<file path="src/rtl/ddr3_init_pkg.sv">
package ddr3_init_pkg;

    localparam int ADDR_W = 14;
    localparam int BANK_W = 3;

    typedef enum logic [2:0] {
        PH_IDLE,
        PH_ISSUE,
        PH_WAIT,
        PH_DONE,
        PH_ERR
    } phase_e;

    typedef enum logic [2:0] {
        ST_RST_REL = 3'd0,
        ST_CKE_ON  = 3'd1,
        ST_MR2     = 3'd2,
        ST_MR3     = 3'd3,
        ST_MR1     = 3'd4,
        ST_MR0     = 3'd5,
        ST_ZQ      = 3'd6
    } step_e;

    typedef struct packed {
        logic cs_n;
        logic ras_n;
        logic cas_n;
        logic we_n;
    } strobe_t;

    typedef struct packed {
        strobe_t             strobe;
        logic [ADDR_W-1:0]   addr;
        logic [BANK_W-1:0]   bank;
    } slot_t;

    typedef struct packed {
        logic       ok;
        logic [3:0] code;
    } enc4_t;

    localparam strobe_t STB_IDLE = '{cs_n: 1'b1, ras_n: 1'b1, cas_n: 1'b1, we_n: 1'b1};
    localparam strobe_t STB_MRS  = '{cs_n: 1'b0, ras_n: 1'b0, cas_n: 1'b0, we_n: 1'b0};
    localparam strobe_t STB_ZQ   = '{cs_n: 1'b0, ras_n: 1'b1, cas_n: 1'b1, we_n: 1'b0};
    localparam logic [ADDR_W-1:0] ZQ_LONG_ADDR = ADDR_W'(14'h0400);

    // CAS latency to 4-bit mode code: two linear runs
    function automatic enc4_t cl_encode(int cl);
        enc4_t r;
        r = '0;
        if (cl >= 5 && cl <= 11) begin
            r.ok   = 1'b1;
            r.code = 4'((cl - 4) * 2);
        end else if (cl >= 12 && cl <= 14) begin
            r.ok   = 1'b1;
            r.code = 4'((cl - 12) * 2 + 1);
        end
        return r;
    endfunction

    // Write recovery to 3-bit mode code (held in low bits of code)
    function automatic enc4_t wr_encode(int wr);
        enc4_t r;
        r = '0;
        if (wr == 16) begin
            r.ok = 1'b1;
        end else if (wr >= 5 && wr <= 8) begin
            r.ok   = 1'b1;
            r.code = 4'(wr - 4);
        end else if (wr == 10 || wr == 12 || wr == 14) begin
            r.ok   = 1'b1;
            r.code = 4'(wr / 2);
        end
        return r;
    endfunction

    function automatic logic [ADDR_W-1:0] mr0_compose(logic [3:0] clc, logic [2:0] wrc, logic dll_rst);
        logic [ADDR_W-1:0] w;
        w        = '0;
        w[2]     = clc[0];
        w[6:4]   = clc[3:1];
        w[8]     = dll_rst;
        w[11:9]  = wrc;
        return w;
    endfunction

    function automatic logic [ADDR_W-1:0] mr1_compose(logic [1:0] drv, logic [2:0] rtt);
        logic [ADDR_W-1:0] w;
        w    = '0;
        w[1] = drv[0];
        w[5] = drv[1];
        w[2] = rtt[0];
        w[6] = rtt[1];
        w[9] = rtt[2];
        return w;
    endfunction

    function automatic logic [ADDR_W-1:0] mr2_compose(logic [2:0] cwl_off, logic [1:0] rtt_wr);
        logic [ADDR_W-1:0] w;
        w        = '0;
        w[5:3]   = cwl_off;
        w[10:9]  = rtt_wr;
        return w;
    endfunction

endpackage

</file>
<file path="src/rtl/ddr3_mr_build.sv">
module ddr3_mr_build
    import ddr3_init_pkg::*;
#(
    parameter int CL        = 11,
    parameter int CWL       = 8,
    parameter int WR        = 8,
    parameter int BURST_LEN = 8,
    parameter int DRIVE     = 1,
    parameter int RTT_NOM   = 1,
    parameter int RTT_WR    = 2
) (
    output logic [ADDR_W-1:0] mr0,
    output logic [ADDR_W-1:0] mr1,
    output logic [ADDR_W-1:0] mr2,
    output logic [ADDR_W-1:0] mr3,
    output logic              cfg_ok
);
    localparam enc4_t CL_ENC = cl_encode(CL);
    localparam enc4_t WR_ENC = wr_encode(WR);
    localparam bit CWL_OK    = (CWL >= 5) && (CWL <= 12);
    localparam bit FIELDS_OK = (DRIVE >= 0) && (DRIVE <= 3) &&
                               (RTT_NOM >= 0) && (RTT_NOM <= 7) &&
                               (RTT_WR >= 0) && (RTT_WR <= 3);
    localparam bit BL_OK     = (BURST_LEN == 8);
    localparam logic [2:0] CWL_OFF = CWL_OK ? 3'(CWL - 5) : 3'd0;

    always_comb begin
        mr0    = mr0_compose(CL_ENC.code, WR_ENC.code[2:0], 1'b1);
        mr1    = mr1_compose(2'(DRIVE), 3'(RTT_NOM));
        mr2    = mr2_compose(CWL_OFF, 2'(RTT_WR));
        mr3    = '0;
        cfg_ok = CL_ENC.ok && WR_ENC.ok && CWL_OK && FIELDS_OK && BL_OK;
    end
endmodule

</file>
<file path="src/rtl/ddr3_wait_timer.sv">
module ddr3_wait_timer #(
    parameter int CNT_W = 16
) (
    input  logic             clk,
    input  logic             rst,
    input  logic             load,
    input  logic [CNT_W-1:0] load_val,
    output logic             expired
);
    logic [CNT_W-1:0] cnt_q;

    always_ff @(posedge clk) begin
        if (rst) begin
            cnt_q <= '0;
        end else if (load) begin
            cnt_q <= load_val;
        end else if (cnt_q != '0) begin
            cnt_q <= cnt_q - 1'b1;
        end
    end

    assign expired = (cnt_q == '0);
endmodule

</file>
<file path="src/rtl/ddr3_init_ctrl.sv">
module ddr3_init_ctrl
    import ddr3_init_pkg::*;
#(
    parameter int T_RESET = 50000,
    parameter int T_CKE   = 10000,
    parameter int T_MR0   = 200,
    parameter int T_ZQ    = 200,
    parameter int CNT_W   = 16
) (
    input  logic             clk,
    input  logic             rst,
    input  logic             cfg_ok,
    input  logic             wait_over,
    output phase_e           phase,
    output step_e            step,
    output logic             wait_load,
    output logic [CNT_W-1:0] wait_val
);
    logic [CNT_W-1:0] cur_wait;
    logic             has_wait;

    always_comb begin
        unique case (step)
            ST_RST_REL: cur_wait = CNT_W'(T_RESET);
            ST_CKE_ON:  cur_wait = CNT_W'(T_CKE);
            ST_MR0:     cur_wait = CNT_W'(T_MR0);
            ST_ZQ:      cur_wait = CNT_W'(T_ZQ);
            default:    cur_wait = '0;
        endcase
        has_wait  = (cur_wait != '0);
        wait_load = (phase == PH_ISSUE) && has_wait;
        wait_val  = cur_wait - 1'b1;
    end

    always_ff @(posedge clk) begin
        if (rst) begin
            phase <= PH_IDLE;
            step  <= ST_RST_REL;
        end else begin
            unique case (phase)
                PH_IDLE: phase <= cfg_ok ? PH_ISSUE : PH_ERR;
                PH_ISSUE, PH_WAIT: begin
                    if ((phase == PH_ISSUE && !has_wait) || (phase == PH_WAIT && wait_over)) begin
                        if (step == ST_ZQ) begin
                            phase <= PH_DONE;
                        end else begin
                            step  <= step_e'(step + 3'd1);
                            phase <= PH_ISSUE;
                        end
                    end else begin
                        phase <= PH_WAIT;
                    end
                end
                default: phase <= phase;
            endcase
        end
    end
endmodule

</file>
<file path="src/rtl/ddr3_pwrup_seq.sv">
module ddr3_pwrup_seq
    import ddr3_init_pkg::*;
#(
    parameter int CL        = 11,
    parameter int CWL       = 8,
    parameter int WR        = 8,
    parameter int BURST_LEN = 8,
    parameter int DRIVE     = 1,
    parameter int RTT_NOM   = 1,
    parameter int RTT_WR    = 2,
    parameter int T_RESET   = 50000,
    parameter int T_CKE     = 10000,
    parameter int T_MR0     = 200,
    parameter int T_ZQ      = 200
) (
    input  logic        clk,
    input  logic        rst,
    output logic        cmd_cs_n,
    output logic        cmd_ras_n,
    output logic        cmd_cas_n,
    output logic        cmd_we_n,
    output logic [13:0] cmd_addr,
    output logic [2:0]  cmd_bank,
    output logic        mem_cke,
    output logic        mem_odt,
    output logic        mem_reset_n,
    output logic        init_done,
    output logic        init_error,
    output logic [13:0] mr1_value
);
    localparam int MAX_AB   = (T_RESET > T_CKE) ? T_RESET : T_CKE;
    localparam int MAX_CD   = (T_MR0 > T_ZQ) ? T_MR0 : T_ZQ;
    localparam int MAX_WAIT = (MAX_AB > MAX_CD) ? MAX_AB : MAX_CD;
    localparam int NEED_W   = $clog2(MAX_WAIT + 1);
    localparam int CNT_W    = (NEED_W > 16) ? NEED_W : 16;

    logic [ADDR_W-1:0] mr0, mr1, mr2, mr3;
    logic              cfg_ok;
    logic              wait_over;
    logic              wait_load;
    logic [CNT_W-1:0]  wait_val;
    phase_e            phase;
    step_e             step;
    slot_t             slot;
    logic              lvl_on, cke_on;

    ddr3_mr_build #(
        .CL(CL), .CWL(CWL), .WR(WR), .BURST_LEN(BURST_LEN),
        .DRIVE(DRIVE), .RTT_NOM(RTT_NOM), .RTT_WR(RTT_WR)
    ) u_mr (
        .mr0(mr0), .mr1(mr1), .mr2(mr2), .mr3(mr3), .cfg_ok(cfg_ok)
    );

    ddr3_init_ctrl #(
        .T_RESET(T_RESET), .T_CKE(T_CKE), .T_MR0(T_MR0), .T_ZQ(T_ZQ), .CNT_W(CNT_W)
    ) u_ctrl (
        .clk(clk), .rst(rst), .cfg_ok(cfg_ok), .wait_over(wait_over),
        .phase(phase), .step(step), .wait_load(wait_load), .wait_val(wait_val)
    );

    ddr3_wait_timer #(.CNT_W(CNT_W)) u_timer (
        .clk(clk), .rst(rst), .load(wait_load), .load_val(wait_val), .expired(wait_over)
    );

    always_comb begin
        slot   = '{strobe: STB_IDLE, addr: '0, bank: '0};
        lvl_on = (phase == PH_ISSUE) || (phase == PH_WAIT) || (phase == PH_DONE);
        cke_on = (phase == PH_DONE) ||
                 (((phase == PH_ISSUE) || (phase == PH_WAIT)) && (step != ST_RST_REL));
        if (phase == PH_ISSUE) begin
            unique case (step)
                ST_MR2: slot = '{strobe: STB_MRS, addr: mr2, bank: BANK_W'(2)};
                ST_MR3: slot = '{strobe: STB_MRS, addr: mr3, bank: BANK_W'(3)};
                ST_MR1: slot = '{strobe: STB_MRS, addr: mr1, bank: BANK_W'(1)};
                ST_MR0: slot = '{strobe: STB_MRS, addr: mr0, bank: BANK_W'(0)};
                ST_ZQ:  slot = '{strobe: STB_ZQ,  addr: ZQ_LONG_ADDR, bank: '0};
                default: ;
            endcase
        end
    end

    assign cmd_cs_n    = slot.strobe.cs_n;
    assign cmd_ras_n   = slot.strobe.ras_n;
    assign cmd_cas_n   = slot.strobe.cas_n;
    assign cmd_we_n    = slot.strobe.we_n;
    assign cmd_addr    = slot.addr;
    assign cmd_bank    = slot.bank;
    assign mem_reset_n = lvl_on;
    assign mem_odt     = lvl_on;
    assign mem_cke     = cke_on;
    assign init_done   = (phase == PH_DONE);
    assign init_error  = (phase == PH_ERR);
    assign mr1_value   = mr1;
endmodule

</file>
<file path="config.mk">
export PLATFORM = sky130hd
export DESIGN_NAME = ddr3_pwrup_seq
export DESIGN_NICKNAME = d
export VERILOG_FILES = /design/src/rtl/ddr3_init_pkg.sv /design/src/rtl/ddr3_mr_build.sv /design/src/rtl/ddr3_wait_timer.sv /design/src/rtl/ddr3_init_ctrl.sv /design/src/rtl/ddr3_pwrup_seq.sv
export SDC_FILE = /design/constraint.sdc
export NUM_CORES = 1
export LEC_CHECK = 0
export ABC_AREA = 1
export BUFFER_PORTS_ARGS = -buffer_cell sky130_fd_sc_hd__clkbuf_2
export CORE_MARGIN = 5
export CORE_UTILIZATION = 35
export CTS_BUF_LIST = sky130_fd_sc_hd__clkbuf_4 sky130_fd_sc_hd__clkbuf_8 sky130_fd_sc_hd__clkbuf_16
export CTS_CLUSTER_SIZE = 25
export DETAILED_ROUTE_END_ITERATION = 10
export SYNTH_ARGS = -nofsm -noshare
export SYNTH_HDL_FRONTEND = slang
export SYNTH_SLANG_ARGS = --single-unit
</file>
<file path="constraint.sdc">
create_clock -name clk -period 2 [get_ports clk]
set_input_delay 0.2 -clock clk [delete_from_list [all_inputs] [get_ports clk]]
set_output_delay 0.2 -clock clk [all_outputs]
set_load 0.03 [all_outputs]
</file>
==> key figures, run 1 <==
CTS
  – CTS tree: done
  – Clock Path Buffers: 2
  – Clk Tree Root Cell: clkbuf_8
  – Later-pin clock latency in the skew report: 270 ps
  – Num CTS Buffers: 3
  – H-tree Lvls: 1
  – Clk sink count: 21
  – Clk slew on worst S/H paths: 80 ps

Drt
  – DR vias/cell: 4.512
  – 1st-iter DRT viols: 57
  – WL met3: 218 um
  – Met2 wire length: 1955 um
  – DR pass1 iterations: 4
  – Max layer used: met4
  – WL per Instance: 10.96 um
  – Post-Route WL: 3977 um
  – Drt drc: 0
  – Vias: 1,638
  – Antenna Nets Post-Route: 0
  – WL met1: 1761 um

Placed design
  – Number of port buffers: 20
  – Hpwl dp: 3130 um
  – Placer Congestion: 0.8288
  – Placed Cells: 358
  – DP Worst Slack: -24.10 ps

Final layout
  – Antenna diodes: 0
  – Most common cell after layout, fill and taps aside: nand2_1
  – Nets: 310
  – Final std cells w/o fill: 363
  – Share of cells above drive strength 1: 0.2838
  – Area growth syn-to-layout: 17.39%
  – Fin util: 0.4296
  – Most frequent cells in the layout: 54 x nand2_1, 27 x inv_1, 27 x nor2_1

STA
  – Worst Skew: 7.086 ps
  – Final Cycle Share: 0.9438
  – Final hold vios: 0
  – Max Slew Vio Count: 0
  – Minimum clock period: 1888 ps
  – Number of setup violations in the final report: 0
  – Final setup margin: 112.5 ps
  – Max Freq: 529.8 MHz

Power and ir drop
  – P_leak: 1.064 nW
  – Tot Pwr: 3.301 mW
  – PD cells: 1595 nW/um^2
  – Peak supply drop: 0.9159 mV

Yosys
  – Register area share after synthesis: 0.2385
  – Synth Instances: 271
  – YS warnings: 0
  – Top cell type's share of synthesized area: 0.2385
  – Unique masters post-synth: 26
  – Syn Std Cell Area: 1763 sq um
  – Largest cells by area after synthesis: dfxtp_1 24%, buf_4 12%, nand2_1 12%
  – Syn Area/Cell: 6.505 sq um
  – Yosys reg bits: 21
  – Cell taking the most area after synthesis: dfxtp_1

Worst setup path
  – Req. time, crit path: 2170 ps
  – Data arrival, critical path: 2060 ps
  – Crit path max fanout: 10
  – Most used cell, CP: nand2_4
  – CP max stage delay: 380 ps
  – CP Launch Type: flop
  – CP Cell Sequence: inv_6 > ha_4 > nand2_4 > nand2_4 > nand2_4 > buf_12 > nand2_1 > inv_1 > nor2_4 > nand2_2 > nor2_1 > nand3_1 > nand2_1 > nor2_1
  – Slowest CP cell: dfxtp_4
  – Crit path capture type: flop
  – Crit path kind: reg2reg

Floorplan
  – Vert. Die Dim: 80.97 um
  – I/O pin cnt: 42
  – # rows: 25
  – DIE WIDTH: 80.97 um
  – Core Area: 4817 sq um
  – Initial Utilization: 0.3660
  – Die ar.: 6556 sq um

GRT
  – Largest net degree at the start of global routing: 13
  – First-pass GRT wire length: 6361 um
  – Initial antenna violation count: 0
  – Grt ovf: 0
  – GRT Total Usage: 0.1227
  – Number of global-route vias before repair: 1,404

Run
  – Max_cap viols: 0

Status
  – Status: complete, no violations

Worst hold path
  – HP Class: in2reg
[cells by family after synthesis]
logic type	count (synthesis)	synth area share
other	2	0.004260
AO/OA/AOI/OAI	31	0.1008
AND/OR/NAND/NOR	138	0.3634
adder cells (fa/ha/maj)	11	0.07807
flip-flops	21	0.2385
buffers and inverters	68	0.2150
[cells in the mapped netlist (all sizes together)]
master and n:
nor3 6, or2 1, a211oi 1, dfxtp 21, ha 11, conb 2
nor2 36, buf 31, o21ai 6, a21oi 19, nand2 67, o21bai 1
nand3 24, nand4 4, inv 36, a31oi 3, clkbuf 1, o31ai 1
[critical path: cells and delay by family (launching register included)]
| family | cells | cell delay [ps] |
|---|---|---|
| and+or+nand+nor | 10 | 950 |
| adders and majority gates | 1 | 150 |
| DFF | 1 | 380 |
| buffers and inverters | 3 | 310 |
[timing repair]
item,4_1_cts,5_1_grt
endpoints found under the hold margin,0,0
pin swaps,1,6
gates resized for setup,5,29
hold buffers,0,0
setup endpoints to repair,4,14
setup buffers,0,1
[routing by layer]
| metal | vias to the layer above | global-route usage |
|---|---|---|
| met5 | - | 0 |
| met4 | 0 | 0.03885 |
| met3 | 4 | 0.02328 |
| met2 | 30 | 0.2110 |
| met1 | 745 | 0.1539 |
| li1 | 859 | - |
[worst paths after layout]
kind,slack [ps],cells past startpoint,start,endpoint
setup / recovery,110,14,u_ctrl.step[0],u_timer.cnt_q[11]
hold / removal,310,2,rst,u_timer.cnt_q[14]
setup reg to reg,110,14,u_ctrl.step[0],u_timer.cnt_q[11]
hold reg to reg,540,2,u_ctrl.step[1],u_ctrl.step[1]
[stage by stage]
stage / TNS, ps / hold slack (ps) / area (sq um)
final: 0 / 307.7 / 2069
after CTS: 0 / 306.6 / 1951
after global routing: -81.90 / 324.5 / 2069
after detailed placement: -42.22 / 532.1 / 1891
after floorplan: 0 / 393.3 / 1841
after global placement: 0 / 531.2 / 1891
[registers in the layout, indices dropped and copies added (netlist names)]
| register | cells |
|---|---|
| u_timer.cnt_q | 16 |
| u_ctrl.step | 3 |
| u_ctrl.phase | 2 |
[report_power, final]
part	switching [mW]	leakage, nW	internal [mW]
Clock	0.150	0.0255	0.139
Sequential	0.0906	0.174	0.566
Combinational	1.47	0.864	0.886
Total	1.71	1.06	1.59
[cell type report]
class,count,area (sq um)
Clock buffer,3,41.29
Clock inverter,1,5.005
Fill cell,531,2748
Inverter,36,142.6
Multi-Input combinational cell,201,1150
Sequential cell,21,425.4
Tap cell,67,83.83
Timing Repair Buffer,34,221.5
No activity file was read; power rests on OpenSTA's default activity.
==> run 2: changes to the inputs <==
Settings changed: PLACE_DENSITY from default to 0.56.
==> key figures, run 2 (same netlist as run 1, synthesis figures left out) <==
GRT
  – Largest net degree at the start of global routing: 13 (unchanged)
  – Initial antenna violation count: 0 (unchanged)
  – GRT Total Usage: 0.1236 (+0.0008077)
  – Number of global-route vias before repair: 1,484 (+5.7%)
  – Grt ovf: 0 (unchanged)
  – First-pass GRT wire length: 6458 um (+1.5%)

CTS
  – CTS tree: done
  – Num CTS Buffers: 3 (unchanged)
  – Clk sink count: 21 (unchanged)
  – Later-pin clock latency in the skew report: 260 ps (about the same)
  – Clock Path Buffers: 2 (unchanged)
  – Clk slew on worst S/H paths: 80 ps (about the same)
  – Clk Tree Root Cell: clkbuf_8
  – H-tree Lvls: 1 (unchanged)

Power and ir drop
  – Clock power share: 0.084 (-0.004)
  – Sw power: 1.730 mW (+1.2%)
  – P_leak: 1.095 nW (+3.0%)
  – Peak supply drop: 0.6692 mV (-27%)
  – Seq pwr share: 0.197 (-0.002)
  – PD cells: 1590 nW/um^2 (-0.32%)
  – Tot Pwr: 3.366 mW (+2.0%)
  – Sw frac: 0.5141 (-0.003700)
  – Gate power share: 0.719 (+0.006)
  – Internal: 1.636 mW (+2.8%)

Drt
  – DR vias/cell: 4.562 (+1.1%)
  – Post-Route WL: 4124 um (+3.7%)
  – 1st-iter DRT viols: 90 (+58%)
  – Drt drc: 0 (unchanged)
  – Antenna Nets Post-Route: 0 (unchanged)
  – DR pass1 iterations: 4 (unchanged)
  – Vias: 1,688 (+3.1%)
  – WL per Instance: 11.15 um (+1.7%)

Floorplan
  – # rows: 25 (unchanged)
  – I/O pin cnt: 42 (unchanged)
  – Core Area: 4817 sq um (unchanged)
  – Die ar.: 6556 sq um (unchanged)
  – Initial Utilization: 0.3660 (unchanged)
  – DIE WIDTH: 80.97 um (unchanged)
  – Vert. Die Dim: 80.97 um (unchanged)

Worst setup path
  – CP max stage delay: 400 ps (+20 ps)
  – Most used cell, CP: buf_4
  – Crit path depth: 8 (-6)
  – Crit path max fanout: 3 (-7)
  – Crit-path leading delay family: buffers and inverters
  – Crit path kind: reg2out
  – WP buf/inv: 4 (+1)
  – CP Cell Sequence: inv_6 > ha_4 > buf_4 > buf_4 > nand2_1 > nand4_1 > nand3_1 > clkbuf_2
  – Req. time, crit path: 1800 ps (-370 ps)
  – Crit path capture type: primary output
  – Slowest CP cell: dfxtp_4
  – Data arrival, critical path: 1680 ps (-380 ps)
  – Worst R2R Path Depth: 15 (+1)
  – CP Launch Type: flop

Final layout
  – Antenna diodes: 0 (unchanged)
  – Final std cells w/o fill: 370 (+1.9%)
  – Fin util: 0.4395 (+0.009871)
  – Area growth syn-to-layout: 20.09%
  – Nets: 317 (+2.3%)
  – Top Registers: u_timer.cnt_q x16, u_ctrl.step x3, u_ctrl.phase x2
  – Share of cells above drive strength 1: 0.2970 (+0.01325)
  – Largest register FFs: 16 (unchanged)
  – Most common cell after layout, fill and taps aside: nand2_1
  – Most frequent cells in the layout: 53 x nand2_1, 29 x inv_1, 28 x nor2_1
  – Fillers: 525 (-1.1%)
  – Most flops, register: u_timer.cnt_q

STA
  – Worst hold margin: 314.7 ps (+7.003 ps)
  – Worst Skew: 2.788 ps (-4.298 ps)
  – Max Freq: 530.6 MHz (+0.16%)
  – Final hold vios: 0 (unchanged)
  – Setup TNS: 0 ps (unchanged)
  – Minimum clock period: 1884 ps (-3.010 ps)
  – Number of setup violations in the final report: 0 (unchanged)
  – Max Slew Vio Count: 0 (unchanged)
  – Final Cycle Share: 0.9422 (-0.001505)

Worst hold path
  – HP Class: in2reg
  – WHS Path Cells: 2 (unchanged)

Status
  – Status: complete, no violations

Placed design
  – Placed Cells: 359 (+0.28%)
  – Placer Congestion: 0.8224 (-0.77%)
  – Number of port buffers: 20 (unchanged)
  – Hpwl dp: 3174 um (+1.4%)

Run
  – Max_cap viols: 0 (unchanged)
run 2: routing by layer:
layer | share of wire | vias up | GRT usage
met2 | 0.50 | 36 | 0.2192
met3 | 0.033 | 6 | 0.01996
met5 | 0 | - | 0
met1 | 0.46 | 770 | 0.1557
met4 | 0.0099 | 0 | 0.02872
li1 | - | 876 | -
run 2: path summary, 6_finish.rpt:
| kind | start | end | slack, ps |
|---|---|---|---|
| worst min-delay path | rst | u_timer.cnt_q[10] | 310 |
| worst min register to register | u_ctrl.step[1] | u_ctrl.step[1] | 540 |
| worst max register to register | u_ctrl.step[1] | u_timer.cnt_q[14] | 120 |
| worst max-delay path | u_ctrl.step[0] | cmd_ras_n | 120 |
run 2: power by group through the flow:
stage,clock (mW),sequential (mW),combinational (mW)
2_1_floorplan,0,0.651,1.70
3_3_place_gp,0,0.665,2.14
3_5_place_dp,0,0.664,2.13
4_1_cts,0.289,0.655,2.17
5_1_grt,0.308,0.678,2.71
6_report,0.283,0.662,2.42
run 2: stage by stage:
stage	setup slack, ps	area, sq um
after global routing	-5.289	2117
after CTS	11.91	1958
after global placement	0.7263	1886
after detailed placement	-20.09	1886
final	115.5	2117
after floorplan	3.050	1841
run 2: area by class of cell:
class | count | area [sq um] | share of cell area
multi-input cells | 201 | 1160 | 0.5479
flip-flops and latches | 21 | 426.7 | 0.2015
repair buffers | 41 | 257.7 | 0.1217
inverters | 36 | 142.6 | 0.06738
well taps | 67 | 83.83 | 0.03960
clock buffers | 3 | 41.29 | 0.01950
clock inverters | 1 | 5.005 | 0.002364
run 2: what timing repair did:
action | in CTS | in global routing
pin swaps | 1 | 11
setup endpoints to repair | 3 | 14
hold buffers | 0 | 0
setup buffers | 1 | 6
gates cloned | 0 | 0
gates resized for setup | 7 | 26
run 2: worst reg2reg max path: cells and delay by family, from the launching register on:
family | cells | cell delay, ps
and+or+nand+nor | 7 | 550
DFF | 1 | 390
adders and majority gates | 2 | 340
AOI/OAI and AO/OA | 3 | 280
buffers and inverters | 3 | 210
